$ cat src/rtl/sfx_mac_pkg.sv
package sfx_mac_pkg;

  // Lane order: bit 0 of the index selects A's high half, bit 1 selects B's high half.
  localparam int NUM_LANES = 4;

  typedef enum logic [1:0] {
    LANE_LOLO = 2'd0,
    LANE_HILO = 2'd1,
    LANE_LOHI = 2'd2,
    LANE_HIHI = 2'd3
  } lane_e;

  // Weight of a lane in the final sum, in bits.
  function automatic int lane_shift(input int idx, input int half_w);
    return half_w * ((idx & 1) + ((idx >> 1) & 1));
  endfunction

endpackage

$ cat src/rtl/sfx_split_mul.sv
module sfx_split_mul
  import sfx_mac_pkg::*;
#(
  parameter int OP_W = 32
) (
  input  logic [OP_W-1:0]                 a,
  input  logic [OP_W-1:0]                 b,
  output logic [NUM_LANES-1:0][OP_W-1:0]  prod
);
  localparam int HALF = OP_W / 2;

  for (genvar g = 0; g < NUM_LANES; g++) begin : g_lane
    logic [HALF-1:0] ha;
    logic [HALF-1:0] hb;
    assign ha = ((g % 2) == 1)       ? a[OP_W-1:HALF] : a[HALF-1:0];
    assign hb = (((g / 2) % 2) == 1) ? b[OP_W-1:HALF] : b[HALF-1:0];
    assign prod[g] = OP_W'(ha) * OP_W'(hb);
  end

endmodule

$ cat src/rtl/sfx_lane_acc.sv
module sfx_lane_acc #(
  parameter int IN_W  = 32,
  parameter int ACC_W = 48
) (
  input  logic             clk,
  input  logic             rst,
  input  logic             en,
  input  logic             clr,
  input  logic [IN_W-1:0]  din,
  output logic [ACC_W-1:0] acc
);

  always_ff @(posedge clk) begin
    if (rst)
      acc <= '0;
    else if (en)
      acc <= clr ? ACC_W'(din) : acc + ACC_W'(din);
  end

  assert_lane_hold_R4: assert property (@(posedge clk) disable iff (rst)
    !en |=> $stable(acc));

  assert_lane_restart_R3: assert property (@(posedge clk) disable iff (rst)
    (en && clr) |=> (acc == ACC_W'($past(din))));

endmodule

$ cat src/rtl/sfx_sign_corr.sv
module sfx_sign_corr #(
  parameter int OP_W   = 32,
  parameter int CORR_W = 48,
  parameter int CNT_W  = 16
) (
  input  logic              clk,
  input  logic              rst,
  input  logic              en,
  input  logic              clr,
  input  logic [OP_W-1:0]   a,
  input  logic [OP_W-1:0]   b,
  output logic [CORR_W-1:0] da_acc,
  output logic [CORR_W-1:0] db_acc,
  output logic [CNT_W-1:0]  s_cnt
);
  logic neg_a, neg_b;
  logic [CORR_W-1:0] da_add, db_add;
  logic [CNT_W-1:0]  s_add;

  always_comb begin
    neg_a  = a[OP_W-1];
    neg_b  = b[OP_W-1];
    da_add = neg_a ? CORR_W'(b) : '0;
    db_add = neg_b ? CORR_W'(a) : '0;
    s_add  = CNT_W'(neg_a & neg_b);
  end

  always_ff @(posedge clk) begin
    if (rst) begin
      da_acc <= '0;
      db_acc <= '0;
      s_cnt  <= '0;
    end else if (en) begin
      da_acc <= clr ? da_add : da_acc + da_add;
      db_acc <= clr ? db_add : db_acc + db_add;
      s_cnt  <= clr ? s_add  : s_cnt + s_add;
    end
  end

  assert_da_idle_R10: assert property (@(posedge clk) disable iff (rst)
    (en && !clr && !a[OP_W-1]) |=> $stable(da_acc));

  assert_both_neg_count_R10: assert property (@(posedge clk) disable iff (rst)
    (en && !clr && !(a[OP_W-1] && b[OP_W-1])) |=> $stable(s_cnt));

  assert_corr_hold_R4: assert property (@(posedge clk) disable iff (rst)
    !en |=> ($stable(db_acc) && $stable(s_cnt)));

endmodule

$ cat src/rtl/sfx_combine.sv
module sfx_combine
  import sfx_mac_pkg::*;
#(
  parameter int OP_W   = 32,
  parameter int LANE_W = 48,
  parameter int FRAC   = 16
) (
  input  logic                              clk,
  input  logic                              rst,
  input  logic                              fire,
  input  logic [NUM_LANES-1:0][LANE_W-1:0]  lanes,
  input  logic [LANE_W-1:0]                 da_acc,
  input  logic [LANE_W-1:0]                 db_acc,
  input  logic [LANE_W-OP_W-1:0]            s_cnt,
  output logic                              out_done,
  output logic [LANE_W+OP_W-1:0]            out_sum,
  output logic [OP_W-1:0]                   out_fix
);
  localparam int HALF  = OP_W / 2;
  localparam int SUM_W = LANE_W + OP_W;

  logic [SUM_W-1:0] total;

  always_comb begin
    total = '0;
    for (int k = 0; k < NUM_LANES; k++)
      total = total + (SUM_W'(lanes[k]) << lane_shift(k, HALF));
    total = total - (SUM_W'(da_acc) << OP_W);
    total = total - (SUM_W'(db_acc) << OP_W);
    total = total + (SUM_W'(s_cnt) << (2 * OP_W));
  end

  always_ff @(posedge clk) begin
    if (rst) begin
      out_done <= 1'b0;
      out_sum  <= '0;
      out_fix  <= '0;
    end else begin
      out_done <= fire;
      if (fire) begin
        out_sum <= total;
        out_fix <= total[FRAC +: OP_W];
      end
    end
  end

  assert_result_hold_R7: assert property (@(posedge clk) disable iff (rst)
    !out_done |-> ($stable(out_sum) && $stable(out_fix)));

endmodule

$ cat src/rtl/sfx_mac.sv
module sfx_mac
  import sfx_mac_pkg::*;
#(
  parameter int OP_W   = 32,
  parameter int LANE_W = 48,
  parameter int FRAC   = 16
) (
  input  logic                   clk,
  input  logic                   rst,
  input  logic                   in_valid,
  input  logic                   in_start,
  input  logic                   in_last,
  input  logic [OP_W-1:0]        in_a,
  input  logic [OP_W-1:0]        in_b,
  output logic                   out_done,
  output logic [LANE_W+OP_W-1:0] out_sum,
  output logic [OP_W-1:0]        out_fix
);
  localparam int CNT_W = LANE_W - OP_W;

  logic [NUM_LANES-1:0][OP_W-1:0]   prod;
  logic [NUM_LANES-1:0][LANE_W-1:0] lanes;
  logic [LANE_W-1:0]                da_acc, db_acc;
  logic [CNT_W-1:0]                 s_cnt;
  logic                             clr;
  logic                             last_q;

  assign clr = in_start;

  sfx_split_mul #(.OP_W(OP_W)) u_mul (
    .a    (in_a),
    .b    (in_b),
    .prod (prod)
  );

  for (genvar g = 0; g < NUM_LANES; g++) begin : g_acc
    sfx_lane_acc #(.IN_W(OP_W), .ACC_W(LANE_W)) u_lane (
      .clk (clk),
      .rst (rst),
      .en  (in_valid),
      .clr (clr),
      .din (prod[g]),
      .acc (lanes[g])
    );
  end

  sfx_sign_corr #(.OP_W(OP_W), .CORR_W(LANE_W), .CNT_W(CNT_W)) u_corr (
    .clk    (clk),
    .rst    (rst),
    .en     (in_valid),
    .clr    (clr),
    .a      (in_a),
    .b      (in_b),
    .da_acc (da_acc),
    .db_acc (db_acc),
    .s_cnt  (s_cnt)
  );

  always_ff @(posedge clk) begin
    if (rst)
      last_q <= 1'b0;
    else
      last_q <= in_valid & in_last;
  end

  sfx_combine #(.OP_W(OP_W), .LANE_W(LANE_W), .FRAC(FRAC)) u_comb (
    .clk      (clk),
    .rst      (rst),
    .fire     (last_q),
    .lanes    (lanes),
    .da_acc   (da_acc),
    .db_acc   (db_acc),
    .s_cnt    (s_cnt),
    .out_done (out_done),
    .out_sum  (out_sum),
    .out_fix  (out_fix)
  );

  assert_done_follows_last_R5: assert property (@(posedge clk) disable iff (rst)
    (in_valid && in_last) |=> ##1 out_done);

  assert_no_spurious_done_R5: assert property (@(posedge clk) disable iff (rst)
    !last_q |=> !out_done);

endmodule

$ cat config.mk
export PLATFORM = sky130hd
export DESIGN_NAME = sfx_mac
export DESIGN_NICKNAME = d
export VERILOG_FILES = /design/src/rtl/sfx_mac_pkg.sv /design/src/rtl/sfx_split_mul.sv /design/src/rtl/sfx_lane_acc.sv /design/src/rtl/sfx_sign_corr.sv /design/src/rtl/sfx_combine.sv /design/src/rtl/sfx_mac.sv
export SDC_FILE = /design/constraint.sdc
export NUM_CORES = 2
export LEC_CHECK = 0
export CAP_MARGIN = 40
export CORE_MARGIN = 5
export CORE_UTILIZATION = 45
export CTS_BUF_LIST = sky130_fd_sc_hd__clkbuf_16
export CTS_CLUSTER_DIAMETER = 120
export CTS_CLUSTER_SIZE = 16
export DETAILED_ROUTE_END_ITERATION = 16
export DONT_BUFFER_PORTS = 1
export REMOVE_ABC_BUFFERS = 1
export SETUP_SLACK_MARGIN = 0.3
export SYNTH_ARGS = -nofsm -noshare
export SYNTH_HDL_FRONTEND = slang
export SYNTH_SLANG_ARGS = --single-unit
export TNS_END_PERCENT = 10
$ cat constraint.sdc
create_clock -name clk -period 12.4 [get_ports clk]
set_clock_uncertainty 0.15 [all_clocks]
set_input_delay 1.24 -clock clk [delete_from_list [all_inputs] [get_ports clk]]
set_output_delay 1.24 -clock clk [all_outputs]
set_load 0.005 [all_outputs]
==> run_results.csv <==
group,metric,value,unit
worst_setup_path,crit_top_cell,"fa_1",
floorplan,start_util,0.4529,
timing,slew_headroom,0.3837,
synthesis,synth.distinct_cells,105,
clock_network,cts_buffers,29,
clock_network,post-cts-setup-buffers,0,
worst_setup_path,worstPathMaxFanout,32,
synthesis,yosysWarnings,0,
global_route,grt_pass1_vias,59892,
floorplan,die_h,406.7,um
synthesis,synth_area,70830,um2
clock_network,cts_buffer_depth,3,
timing,fin_tns_setup,0,ps
clock_network,cts.htree.levels,1,
synthesis,seq_area_frac_synth,0.1091,
synthesis,synth-edff-count,0,
worst_setup_path,required,12790,ps
floorplan,dieArea,165400,um2
layout,layout_commonest_cell,"inv_1",
global_route,track_usage,0.2707,
layout,num-nets-final,9930,
place,preCtsSetupSlack,2791,ps
worst_setup_path,critPathLaunchType,"input pin",
timing,tightest_slew,919.0,ps
clock_network,holdBufCountCts,0,
worst_setup_path,reg2reg_setup_slack,3750,ps
min_path,hold_path.class,"register to register",
layout,drive_gt1_frac,0.02167,
timing,fmax,110.2,MHz
timing,maxSlewViolCount,0,
floorplan,io-pin-count,182,
worst_setup_path,critPathCaptureType,"register",
routing,first_pass_iters,6,
routing,vias,59260,
timing,setup_violations,0,
timing,period_needed,9072,ps
clock_network,post_cts_resized,0,
synthesis,synth-seq-cells,386,
synthesis,netlist_instances,8539,
layout,area_delta_synth_final,2.719,%
routing,drc,0,
worst_setup_path,crit_type,"input pin to register",
timing,hold_violations,0,
global_route,grt-ovfl-total,0,
synthesis,synth_ff_type,"dfxtp_1",
place,place.gp.congestion,0.9289,
clock_network,clkTransAtPathRegs,80,ps
clock_network,clk_latency,680,ps
worst_setup_path,cp_slowest_stage_delay,590,ps
clock_network,cts-root-buf,"clkbuf_16",
clock_network,cts.sinks,386,
layout,fillCellCount,15445,
clock_network,cts_tree,"built",
routing,vias_per_cell,5.794,
place,port_buffers,0,
timing,grt_setup_unrepaired,"false",
timing,period_share,0.7316,
outcome,status,"complete, no violations",
floorplan,core_area,156400,um2
routing,drt-total-wl,227000,um
worst_setup_path,cp.arrival,9460,ps
global_route,grt_max_degree,266,
floorplan,die_w,406.7,um
run,drv_cap,0,
synthesis,ys_async_sr_fraction,0,
global_route,grt_pass1_wl,350500,um
timing,fin_ws,3328,ps
layout,final_cell_mix,"inv_1 (1200), fa_1 (910), nand2_1 (858)",
floorplan,rows,145,
routing,drt_iter0_drc,4506,
place,hpwl,175500,um
routing,postRouteAntennaNets,0,
global_route,antenna_found_initial,7,
synthesis,syn_avg_cell_area,8.295,um2
worst_setup_path,critPathSlowestCell,"o21ai_0",
routing,wl_per_cell,22.19,um
-- state kept, by name, summed over array words and instances (netlist names) --
signal            cells
g_acc.u_lane.acc    192
u_comb.out_sum       49
u_corr.da_acc        48
u_corr.db_acc        48
u_comb.out_fix       31
u_corr.s_cnt         16
last_q                1
u_comb.out_done       1
-- synth_stat cells, types with 150 or more instances --
cell      count  area, um2
a21o_1      259       1944
a21oi_1     462       2312
and2_1      550       3441
clkbuf_1    386       1449
dfxtp_1     386       7727
fa_1        910      18220
ha_1        790       9884
inv_1      1199       4501
nand2_1     860       3228
nor2_1      548       2057
o21ai_0     280       1401
xnor2_1     288       2522
xor2_1      150       1314
-- kinds of logic (layout without fill, tap and decap cells) --
| logic type | Yosys count | count (layout) | synth area share |
|---|---|---|---|
| compound gates | 1706 | 1706 | 0.1624 |
| xor+xnor | 438 | 438 | 0.05416 |
| fa+ha+maj | 1700 | 1700 | 0.3967 |
| buf+inv | 1643 | 1272 | 0.08884 |
| flops | 386 | 386 | 0.1091 |
| mux | 85 | 85 | 0.01203 |
| other cells | 0 | 2 | 0 |
| simple gates | 2581 | 2581 | 0.1767 |
-- final timing paths --
check | start | end | cells past startpoint
max | in_b[4] | g_acc[1].u_lane.acc[39] | 30
min | u_corr.da_acc[39] | u_corr.da_acc[39] | 2
max reg2reg | g_acc[1].u_lane.acc[0] | u_comb.out_sum[71] | 27
min reg2reg | u_corr.da_acc[39] | u_corr.da_acc[39] | 2
-- per-stage QoR --
stage	std cells	utilization	hold WS (ps)	area (um2)
6_report	10228	0.4652	339.1	72760
3_5_place_dp	10188	0.4600	330.6	71940
5_1_grt	10226	0.4652	362.1	72750
2_1_floorplan	8096	-	298.7	69040
4_1_cts	10226	0.4652	342.8	72750
3_3_place_gp	10171	0.4590	317.2	71780
-- routing by layer --
metal,up-vias,GRT usage,part of all wire
met5,-,0,0
met4,0,0.1222,0.056
met3,413,0.02610,0.050
met2,1730,0.4840,0.50
met1,29614,0.3299,0.40
li1,27503,-,-
-- critical path: cells and delay by family --
| kind | cells | cell delay, ps |
|---|---|---|
| xor gates and xnor gates | 2 | 590 |
| and+or+nand+nor | 5 | 700 |
| adders and majority gates | 8 | 3730 |
| buffers and inverters | 4 | 180 |
| AOI/OAI and AO/OA | 11 | 2950 |
-- final cells by class --
type / count / area, um2 / area share
multi-input combinational: 6510 / 56830 / 0.7811
clock inverter: 9 / 90.09 / 0.001238
clock buffer: 29 / 725.7 / 0.009974
inverter: 1200 / 4508 / 0.06196
antenna: 2 / 5.005 / 0.00006879
timing repair buffer: 34 / 287.8 / 0.003955
sequential: 386 / 7731 / 0.1063
tap: 2058 / 2575 / 0.03539
Power is not shown: default switching activity piles up to over one toggle a cycle in this logic, so the estimate is an artifact.
